`config.mk`:
```
export PLATFORM = sky130hd
export DESIGN_NAME = can_accept_filter
export DESIGN_NICKNAME = d
export VERILOG_FILES = /design/src/rtl/can_filt_pkg.sv /design/src/rtl/can_filt_cfg.sv /design/src/rtl/can_filt_rxbuf.sv /design/src/rtl/can_filt_match.sv /design/src/rtl/can_filt_flags.sv /design/src/rtl/can_accept_filter.sv
export SDC_FILE = /design/constraint.sdc
export NUM_CORES = 1
export LEC_CHECK = 0
export CORE_UTILIZATION = 58
export DETAILED_ROUTE_END_ITERATION = 16
export PLACE_DENSITY = 0.8
export RECOVER_POWER = 50
export SLEW_MARGIN = 5
export SYNTH_ARGS = -nofsm -noshare
export SYNTH_HDL_FRONTEND = slang
export SYNTH_SLANG_ARGS = --single-unit
```
`constraint.sdc`:
```
create_clock -name clk_i -period 2.7 [get_ports clk_i]
set_input_delay 0.54 -clock clk_i [delete_from_list [all_inputs] [get_ports clk_i]]
set_output_delay 0.54 -clock clk_i [all_outputs]
set_load 0.02 [all_outputs]
```
`src/rtl/can_filt_pkg.sv`:
```
package can_filt_pkg;
  localparam int NB       = 4;
  localparam int BW       = 8;
  localparam int STD_NB   = 2;
  localparam int IDE_BYTE = 1;
  localparam int IDE_BIT  = 3;
  localparam int AW       = 4;
  localparam int IDXW     = $clog2(NB);

  typedef logic [BW-1:0] byte_t;
  typedef byte_t [NB-1:0] bank_t;

  typedef enum logic [1:0] {
    RGN_CODE = 2'd0,
    RGN_MASK = 2'd1,
    RGN_STAT = 2'd2,
    RGN_RXB  = 2'd3
  } region_e;
endpackage

```
`src/rtl/can_filt_cfg.sv`:
```
module can_filt_cfg
  import can_filt_pkg::*;
(
  input  logic                clk_i,
  input  logic                rst_ni,
  input  logic                init_req_i,
  input  logic                we_i,
  input  logic [AW-1:0]       addr_i,
  input  byte_t               wdata_i,
  output logic                init_ack_o,
  output bank_t               code_o,
  output bank_t               mask_o
);
  logic    ack_q;
  bank_t   code_q, mask_q;
  region_e rgn;
  logic    wr_ok;

  assign rgn   = region_e'(addr_i[AW-1 -: 2]);
  assign wr_ok = we_i && init_req_i && ack_q;

  always_ff @(posedge clk_i or negedge rst_ni) begin
    if (!rst_ni) ack_q <= 1'b0;
    else         ack_q <= init_req_i;
  end

  for (genvar i = 0; i < NB; i++) begin : g_bank
    always_ff @(posedge clk_i or negedge rst_ni) begin
      if (!rst_ni) begin
        code_q[i] <= '0;
        mask_q[i] <= '0;
      end else if (wr_ok && addr_i[IDXW-1:0] == IDXW'(i)) begin
        if (rgn == RGN_CODE) code_q[i] <= wdata_i;
        if (rgn == RGN_MASK) mask_q[i] <= wdata_i;
      end
    end
  end

  assign init_ack_o = ack_q;
  assign code_o     = code_q;
  assign mask_o     = mask_q;


  cfg_lock_chk: assert property (@(posedge clk_i) disable iff (!rst_ni)
    !(we_i && init_req_i && init_ack_o) |=> ($stable(code_o) && $stable(mask_o)));

  ack_set_chk: assert property (@(posedge clk_i) disable iff (!rst_ni)
    init_req_i |=> init_ack_o);

  ack_clr_chk: assert property (@(posedge clk_i) disable iff (!rst_ni)
    !init_req_i |=> !init_ack_o);
endmodule

```
`src/rtl/can_filt_rxbuf.sv`:
```
module can_filt_rxbuf
  import can_filt_pkg::*;
(
  input  logic            clk_i,
  input  logic            rst_ni,
  input  logic            wr_i,
  input  logic [IDXW-1:0] idx_i,
  input  byte_t           byte_i,
  output bank_t           buf_o
);
  bank_t buf_q;

  for (genvar i = 0; i < NB; i++) begin : g_byte
    always_ff @(posedge clk_i or negedge rst_ni) begin
      if (!rst_ni)                          buf_q[i] <= '0;
      else if (wr_i && idx_i == IDXW'(i))   buf_q[i] <= byte_i;
    end
  end

  assign buf_o = buf_q;


  rxbuf_hold_chk: assert property (@(posedge clk_i) disable iff (!rst_ni)
    !wr_i |=> $stable(buf_o));
endmodule

```
`src/rtl/can_filt_match.sv`:
```
module can_filt_match
  import can_filt_pkg::*;
(
  input  bank_t id_i,
  input  bank_t code_i,
  input  bank_t mask_i,
  output logic  match_o
);
  logic          ext;
  logic [NB-1:0] miss, used;

  assign ext = id_i[IDE_BYTE][IDE_BIT];

  for (genvar i = 0; i < NB; i++) begin : g_cmp
    assign miss[i] = |((id_i[i] ^ code_i[i]) & ~mask_i[i]);
    if (i < STD_NB) begin : g_std
      assign used[i] = 1'b1;
    end else begin : g_ext
      assign used[i] = ext;
    end
  end

  assign match_o = ~|(miss & used);
endmodule

```
`src/rtl/can_filt_flags.sv`:
```
module can_filt_flags
  import can_filt_pkg::*;
(
  input  logic       clk_i,
  input  logic       rst_ni,
  input  logic       done_i,
  input  logic       block_i,
  input  logic       match_i,
  input  logic [1:0] clr_i,
  output logic       hit_o,
  output logic       ready_o,
  output logic       ovr_o
);
  logic accept, hit_q, ready_q, ovr_q;

  assign accept = done_i && !block_i && match_i;

  always_ff @(posedge clk_i or negedge rst_ni) begin
    if (!rst_ni) begin
      hit_q   <= 1'b0;
      ready_q <= 1'b0;
      ovr_q   <= 1'b0;
    end else begin
      hit_q   <= accept;
      ready_q <= accept || (ready_q && !clr_i[0]);
      ovr_q   <= (accept && ready_q) || (ovr_q && !clr_i[1]);
    end
  end

  assign hit_o   = hit_q;
  assign ready_o = ready_q;
  assign ovr_o   = ovr_q;


  ready_rise_chk: assert property (@(posedge clk_i) disable iff (!rst_ni)
    $rose(ready_o) |-> $past(done_i && !block_i));

  init_block_chk: assert property (@(posedge clk_i) disable iff (!rst_ni)
    (done_i && block_i) |=> !hit_o);

  ovr_rise_chk: assert property (@(posedge clk_i) disable iff (!rst_ni)
    $rose(ovr_o) |-> $past(ready_o));

  ready_clr_chk: assert property (@(posedge clk_i) disable iff (!rst_ni)
    (clr_i[0] && !done_i) |=> !ready_o);
endmodule

```
`src/rtl/can_accept_filter.sv`:
```
module can_accept_filter
  import can_filt_pkg::*;
(
  input  logic            clk_i,
  input  logic            rst_ni,
  input  logic            init_req_i,
  output logic            init_ack_o,
  input  logic            reg_we_i,
  input  logic [AW-1:0]   reg_addr_i,
  input  logic [BW-1:0]   reg_wdata_i,
  output logic [BW-1:0]   reg_rdata_o,
  input  logic            rx_wr_i,
  input  logic [IDXW-1:0] rx_idx_i,
  input  logic [BW-1:0]   rx_byte_i,
  input  logic            rx_done_i,
  output logic            hit_o,
  output logic            rx_ready_o,
  output logic            overrun_o
);
  bank_t           code, mask, rxb;
  logic            match;
  logic [1:0]      clr;
  region_e         rgn;
  logic [IDXW-1:0] idx;

  assign rgn = region_e'(reg_addr_i[AW-1 -: 2]);
  assign idx = reg_addr_i[IDXW-1:0];
  assign clr = (reg_we_i && rgn == RGN_STAT) ? reg_wdata_i[1:0] : 2'b00;

  can_filt_cfg u_cfg (
    .clk_i      (clk_i),
    .rst_ni     (rst_ni),
    .init_req_i (init_req_i),
    .we_i       (reg_we_i),
    .addr_i     (reg_addr_i),
    .wdata_i    (reg_wdata_i),
    .init_ack_o (init_ack_o),
    .code_o     (code),
    .mask_o     (mask)
  );

  can_filt_rxbuf u_rxbuf (
    .clk_i  (clk_i),
    .rst_ni (rst_ni),
    .wr_i   (rx_wr_i),
    .idx_i  (rx_idx_i),
    .byte_i (rx_byte_i),
    .buf_o  (rxb)
  );

  can_filt_match u_match (
    .id_i    (rxb),
    .code_i  (code),
    .mask_i  (mask),
    .match_o (match)
  );

  can_filt_flags u_flags (
    .clk_i   (clk_i),
    .rst_ni  (rst_ni),
    .done_i  (rx_done_i),
    .block_i (init_ack_o),
    .match_i (match),
    .clr_i   (clr),
    .hit_o   (hit_o),
    .ready_o (rx_ready_o),
    .ovr_o   (overrun_o)
  );

  always_comb begin
    unique case (rgn)
      RGN_CODE: reg_rdata_o = code[idx];
      RGN_MASK: reg_rdata_o = mask[idx];
      RGN_STAT: reg_rdata_o = {{(BW-2){1'b0}}, overrun_o, rx_ready_o};
      default:  reg_rdata_o = rxb[idx];
    endcase
  end


  hit_pulse_chk: assert property (@(posedge clk_i) disable iff (!rst_ni)
    (hit_o && !rx_done_i) |=> !hit_o);
endmodule

```
Word-level counts from Yosys, hierarchy flattened
Cells that the tools add are included.
{"block": "word_totals", "elab_cells": 84, "memories": 0, "ram_bits": 0, "latch_bits": 0, "input_bits": 28, "ff_bits": 100, "rom_bits": 0, "output_inout_bits": 12}
{"block": "classes", "muxes": 8, "n_bitwise": 13, "shifts": 0, "addsub": 0, "div_mod_pow": 0, "eq_ne": 8, "reduce_logical": 38, "n_mul": 0, "magnitude_cmp": 1}
{"cell": "binary-select mux 8 bit (select 2 bit)", "count": 3}
{"cell": "bitwise AND 8 bit", "count": 4}
{"cell": "NOT 8 bit", "count": 4}
{"cell": "OR reduction 8 bit", "count": 4}
{"cell": "bitwise XOR 8 bit", "count": 4}
{"cell": "2-to-1 mux 8 bit", "count": 3}
{"cell": "one-hot mux 8 bit (3 select lines)", "count": 1}
{"cell": "logical AND 1 bit", "count": 16}
{"cell": "AND reduction 2 bit", "count": 8}
{"cell": "equality test 2 bit, second input constant", "count": 5}
{"cell": "equality test 2 x 1 -> 1 bit, second input constant", "count": 3}
{"cell": "logical NOT 2 bit", "count": 3}
{"cell": "bitwise AND 4 bit", "count": 1}
{"cell": "logical NOT 1 bit", "count": 4}
{"cell": "OR reduction 4 bit", "count": 1}
{"cell": "less-than comparator 2 x 3 -> 1 bit, second input constant", "count": 1}
{"cell": "logical OR 1 bit", "count": 2}
{"cell": "2-to-1 mux 2 bit", "count": 1}

Longest topological paths before layout
{"block": "depth", "depth_word": 9, "ltp_mapped": 7, "mapped_depth_nobuf": 5}

Cells and area by module
From an unflattened synthesis, not the netlist that was laid out.
{"block": "hier_totals", "hier_cells": 338, "area_unflattened_um2": 5091.1}
{"module": "can_filt_cfg", "cells_per_inst": 145, "seq_area_each_um2": 1626.6, "area_per_inst_um2": 2516.2, "instances": 1}
{"module": "can_filt_rxbuf", "cells_per_inst": 68, "seq_area_each_um2": 800.8, "area_per_inst_um2": 1212.4, "instances": 1}
{"module": "can_accept_filter", "cells_per_inst": 62, "seq_area_each_um2": 0.0, "area_per_inst_um2": 837.1, "instances": 1}
{"module": "can_filt_match", "cells_per_inst": 55, "seq_area_each_um2": 0.0, "area_per_inst_um2": 417.9, "instances": 1}
{"module": "can_filt_flags", "cells_per_inst": 8, "seq_area_each_um2": 75.1, "area_per_inst_um2": 107.6, "instances": 1}

Worst setup path after synthesis
OpenSTA, ideal clock, no wires.
{"block": "synth_path", "path_kind": "input to output", "startpoint": "input port reg_addr_i[0]", "endpoint": "output port reg_rdata_o[0]", "n_path_buf": 2, "path_slack_ns": 0.209, "required_ns": 2.160, "arrival_time_ns": 1.951, "cell_stages": 4, "cell_sequence": "buf_2 -> buf_4 -> mux4_2 -> mux4_2"}
{"block": "synth_between", "elab_chain_cells": 3, "word_cells_on_any_way": 7, "classes_between": "7 x mux"}
{"element": "start: declaration", "line": "can_accept_filter.sv:9", "rtl": "input logic [AW-1:0] reg_addr_i,"}
{"element": "binary-select mux 8 bit (select 2 bit), on equally long branches", "line": "can_accept_filter.sv:75, can_accept_filter.sv:72, can_accept_filter.sv:73"}
{"element": "2-to-1 mux 8 bit, on equally long branches", "line": "can_accept_filter.sv:75, can_accept_filter.sv:72, can_accept_filter.sv:73"}
{"element": "one-hot mux 8 bit (3 select lines) (*)", "line": "can_accept_filter.sv:71", "rtl": "unique case (rgn)"}
{"element": "end: declaration", "line": "can_accept_filter.sv:11", "rtl": "output logic [BW-1:0] reg_rdata_o,"}
Mark *: on every way between the ends. The rest lies on a longest branch, timed or not. The select of a mux whose other input is x is not followed.

Final worst setup path
{"block": "layout_path", "startpoint": "input port reg_addr_i[0]", "endpoint": "output port reg_rdata_o[2]"}
Same word-level chain as after synthesis.

==> results.sh <==
export IMPL_cts_buffers=9
export IMPL_tightest_slew_ns=1.34
export IMPL_die_x_um=94.5
export IMPL_rows=33
export IMPL_wl_met1_mm=5.06
export IMPL_powerDensity_mw_per_mm2=623
export IMPL_start_util_pct=60.0
export IMPL_ff2ff_path_depth=4
export IMPL_antenna_cells=0
export IMPL_drcViolationCount=0
export IMPL_synth_edf_count=0
export IMPL_hold_class="input pin to async pin"
export IMPL_skew_ns=0.00406
export IMPL_end_kind="primary output"
export IMPL_met3_length_um=895
export IMPL_synth_largest_area_cell="dfrtp_1"
export IMPL_start_kind="input pin"
export IMPL_arrival_ns=1.95
export IMPL_cts_tree="done"
export IMPL_first_pass_iters=5
export IMPL_drtIter0Drc=216
export IMPL_die_area_mm2=0.00892
export IMPL_max_freq_ghz=0.401
export IMPL_clock_root_buffer="clkbuf_8"
export IMPL_criticalPathCategory="input pin to primary output"
export IMPL_wl_mm=11.9
export IMPL_hold_viol=0
export IMPL_yosysMostFrequentCell="dfrtp_1"
export IMPL_synth_cell_types=30
export IMPL_relSlewSlack_pct=10.6
export IMPL_synth_area_leaders="dfrtp_1 50%, mux2_2 20%, mux4_2 12%"
export IMPL_area_delta_synth_final_pct=18.1
export IMPL_final_nets=439
export IMPL_multi_input_area_mm2=0.00237
export IMPL_placed_cell_area_mm2=0.00570
export IMPL_htree_levels=3
export IMPL_grt_pass1_wl_mm=18.6
export IMPL_slew_violations=0
export IMPL_nFillCells=597
export IMPL_pin_count=40
export IMPL_final_antenna_net_count=0
export IMPL_die_h_um=94.5
export IMPL_dr_wl_met2_mm=5.72
export IMPL_antenna_found_initial=0
export IMPL_fin_crit_ns=2.49
export IMPL_synth_seq_cells=100
export IMPL_synthArstFlopShare_pct=100
export IMPL_place_ws_ns=-0.375
export IMPL_synthTopCellsByCount="100 x dfrtp_1, 88 x mux2_2, 32 x xnor2_1"
export IMPL_drive_gt1_share_pct=41.1
export IMPL_synth_area_per_cell_um2=14.5
export IMPL_design_area_mm2=0.00586
export IMPL_gp_congestion=0.855
export IMPL_syn_area_mm2=0.00496
export IMPL_ys_warn_count=0
export IMPL_cap_viol_max_count=0
export IMPL_holdBufCountCts=0
export IMPL_grt_max_degree=54
export IMPL_rsz0062_at_grt="no"
export IMPL_via_per_inst=6.30
export IMPL_maxUsedRoutingLayer="met4"
export IMPL_cts_buffer_depth=2
export IMPL_regArea_mm2=0.00250
export IMPL_track_usage_pct=29.4
export IMPL_gr_total_overflow=0
export IMPL_hpwl_mm=8.35
export IMPL_fin_ws_ns=0.207
export IMPL_setup_violations_final=0
export IMPL_port_buffers=39
export IMPL_peakVddDrop_uv=306
export IMPL_power_mw=3.65
export IMPL_num_vias=3282
export IMPL_total_leakage_power_nw=2.52
export IMPL_cp_max_fo=9
export IMPL_insertion_delay_ns=0.37
export IMPL_core_area_mm2=0.00826
export IMPL_fin_crit_sh_pct=92.3
export IMPL_synth_top_area_share_pct=50.5
export IMPL_post_route_util_pct=70.9
export IMPL_yosysSeqAreaShare_pct=50.5
export IMPL_clk_pin_slew_ns=0.09
export IMPL_clock_sinks=100
export IMPL_tns_ns=0
export IMPL_synth_cells=341
export IMPL_synth_nets=369
export IMPL_post_drt_wl_per_cell_um=22.8
export IMPL_required_ns=2.16
export IMPL_grt_pass1_vias=3369
export IMPL_synth_ff_type="dfrtp_1"
export IMPL_outcome="complete, no violations"
## cell type report
class,count,share of cell area [%]
Clock buffer,13,2.71
Clock inverter,3,0.363
Inverter,3,0.192
Multi-Input combinational cell,226,40.5
Sequential cell,100,42.7
Tap cell,105,2.24
Timing Repair Buffer,71,11.3
## cell families (layout without fill, tap and decap cells)
family / Yosys count / in the layout / share of synthesized area, %
compound gates: 36 / 36 / 4.24
xor+xnor: 32 / 32 / 5.65
buf+inv: 15 / 90 / 1.72
flops: 100 / 100 / 50.5
mux: 120 / 120 / 33.0
simple gates: 38 / 38 / 4.92
## repair_timing
action	4_1_cts	5_1_grt
buffers inserted	3	0
cloned	0	0
resized for setup	28	6
setup endpoints to repair	8	7
## metal layers
| layer | track usage, % | up-vias |
|---|---|---|
| li1 | - | 1431 |
| met1 | 42.0 | 1680 |
| met2 | 45.7 | 154 |
| met3 | 6.44 | 17 |
| met4 | 8.59 | 0 |
| met5 | 0 | - |
## report_power, final
group          total, mW  internal [mW]  switching [mW]
sequential          1.93           1.71           0.213
combinational      0.835          0.491           0.344
clock              0.889          0.387           0.502
## cell usage in the layout, fill, tap and decap left out
master / instances
clkbuf_2: 4
dlygate4sd3_1: 2
o21ai_0: 18
buf_4: 21
a21boi_0: 1
or3_1: 1
mux2i_1: 6
xnor2_1: 32
clkbuf_8: 11
o2111ai_1: 1
clkdlybuf4s15_1: 1
dfrtp_1: 100
mux4_2: 26
clkbuf_1: 5
mux2_2: 88
nor3b_4: 2
nor3b_1: 1
buf_12: 7
nor3_4: 1
buf_2: 6
dlymetal6s2s_1: 1
nor4_1: 3
nand2_1: 10
o22ai_1: 14
nand3_1: 9
nand3b_1: 5
inv_1: 3
o31ai_1: 1
o22a_1: 1
clkinv_4: 1
clkdlybuf4s50_1: 26
clkinvlp_4: 1
nor3b_2: 1
nor2_2: 1
nor2_1: 2
nor2b_1: 1
nor3_1: 1
clkinv_2: 1
## registers in the layout (all words and copies together) (netlist names)
| name | count |
|---|---|
| u_cfg.code_o | 32 |
| u_cfg.mask_o | 32 |
| u_rxbuf.buf_o | 32 |
| u_cfg.init_ack_o | 1 |
| u_flags.hit_o | 1 |
| u_flags.ovr_o | 1 |
| u_flags.ready_o | 1 |
## worst paths after layout
check | start | end | slack, ns
worst max-delay path | reg_addr_i[0] | reg_rdata_o[2] | 0.21
worst min-delay path | rst_ni | u_cfg.code_o[12]$_DFFE_PN0P_ | 0.47
worst max register to register | u_cfg.init_ack_o$_DFF_PN0_ | u_cfg.mask_o[29]$_DFFE_PN0P_ | 0.70
worst min register to register | u_cfg.mask_o[8]$_DFFE_PN0P_ | u_cfg.mask_o[8]$_DFFE_PN0P_ | 0.53
max in group asynchronous | rst_ni | u_cfg.code_o[13]$_DFFE_PN0P_ | 0.95
min in group clk_i | u_cfg.mask_o[8]$_DFFE_PN0P_ | u_cfg.mask_o[8]$_DFFE_PN0P_ | 0.53
## worst max-delay path, stage by stage
cell	delay, ns
buf_2	0.10
buf_12	0.14
buf_12	0.15
mux4_2	0.50
mux2i_1	0.13
o21ai_0	0.09
clkdlybuf4s15_1	0.29
## metrics by stage
| step | hold WS [ns] | instances |
|---|---|---|
| floorplan | 0.244 | 341 |
| global placement | 0.495 | 502 |
| global route | 0.558 | 521 |
| CTS | 0.223 | 521 |
| detailed placement | 0.500 | 502 |
| finish | 0.468 | 521 |
Note: power is estimated with default switching activity, not from simulation.
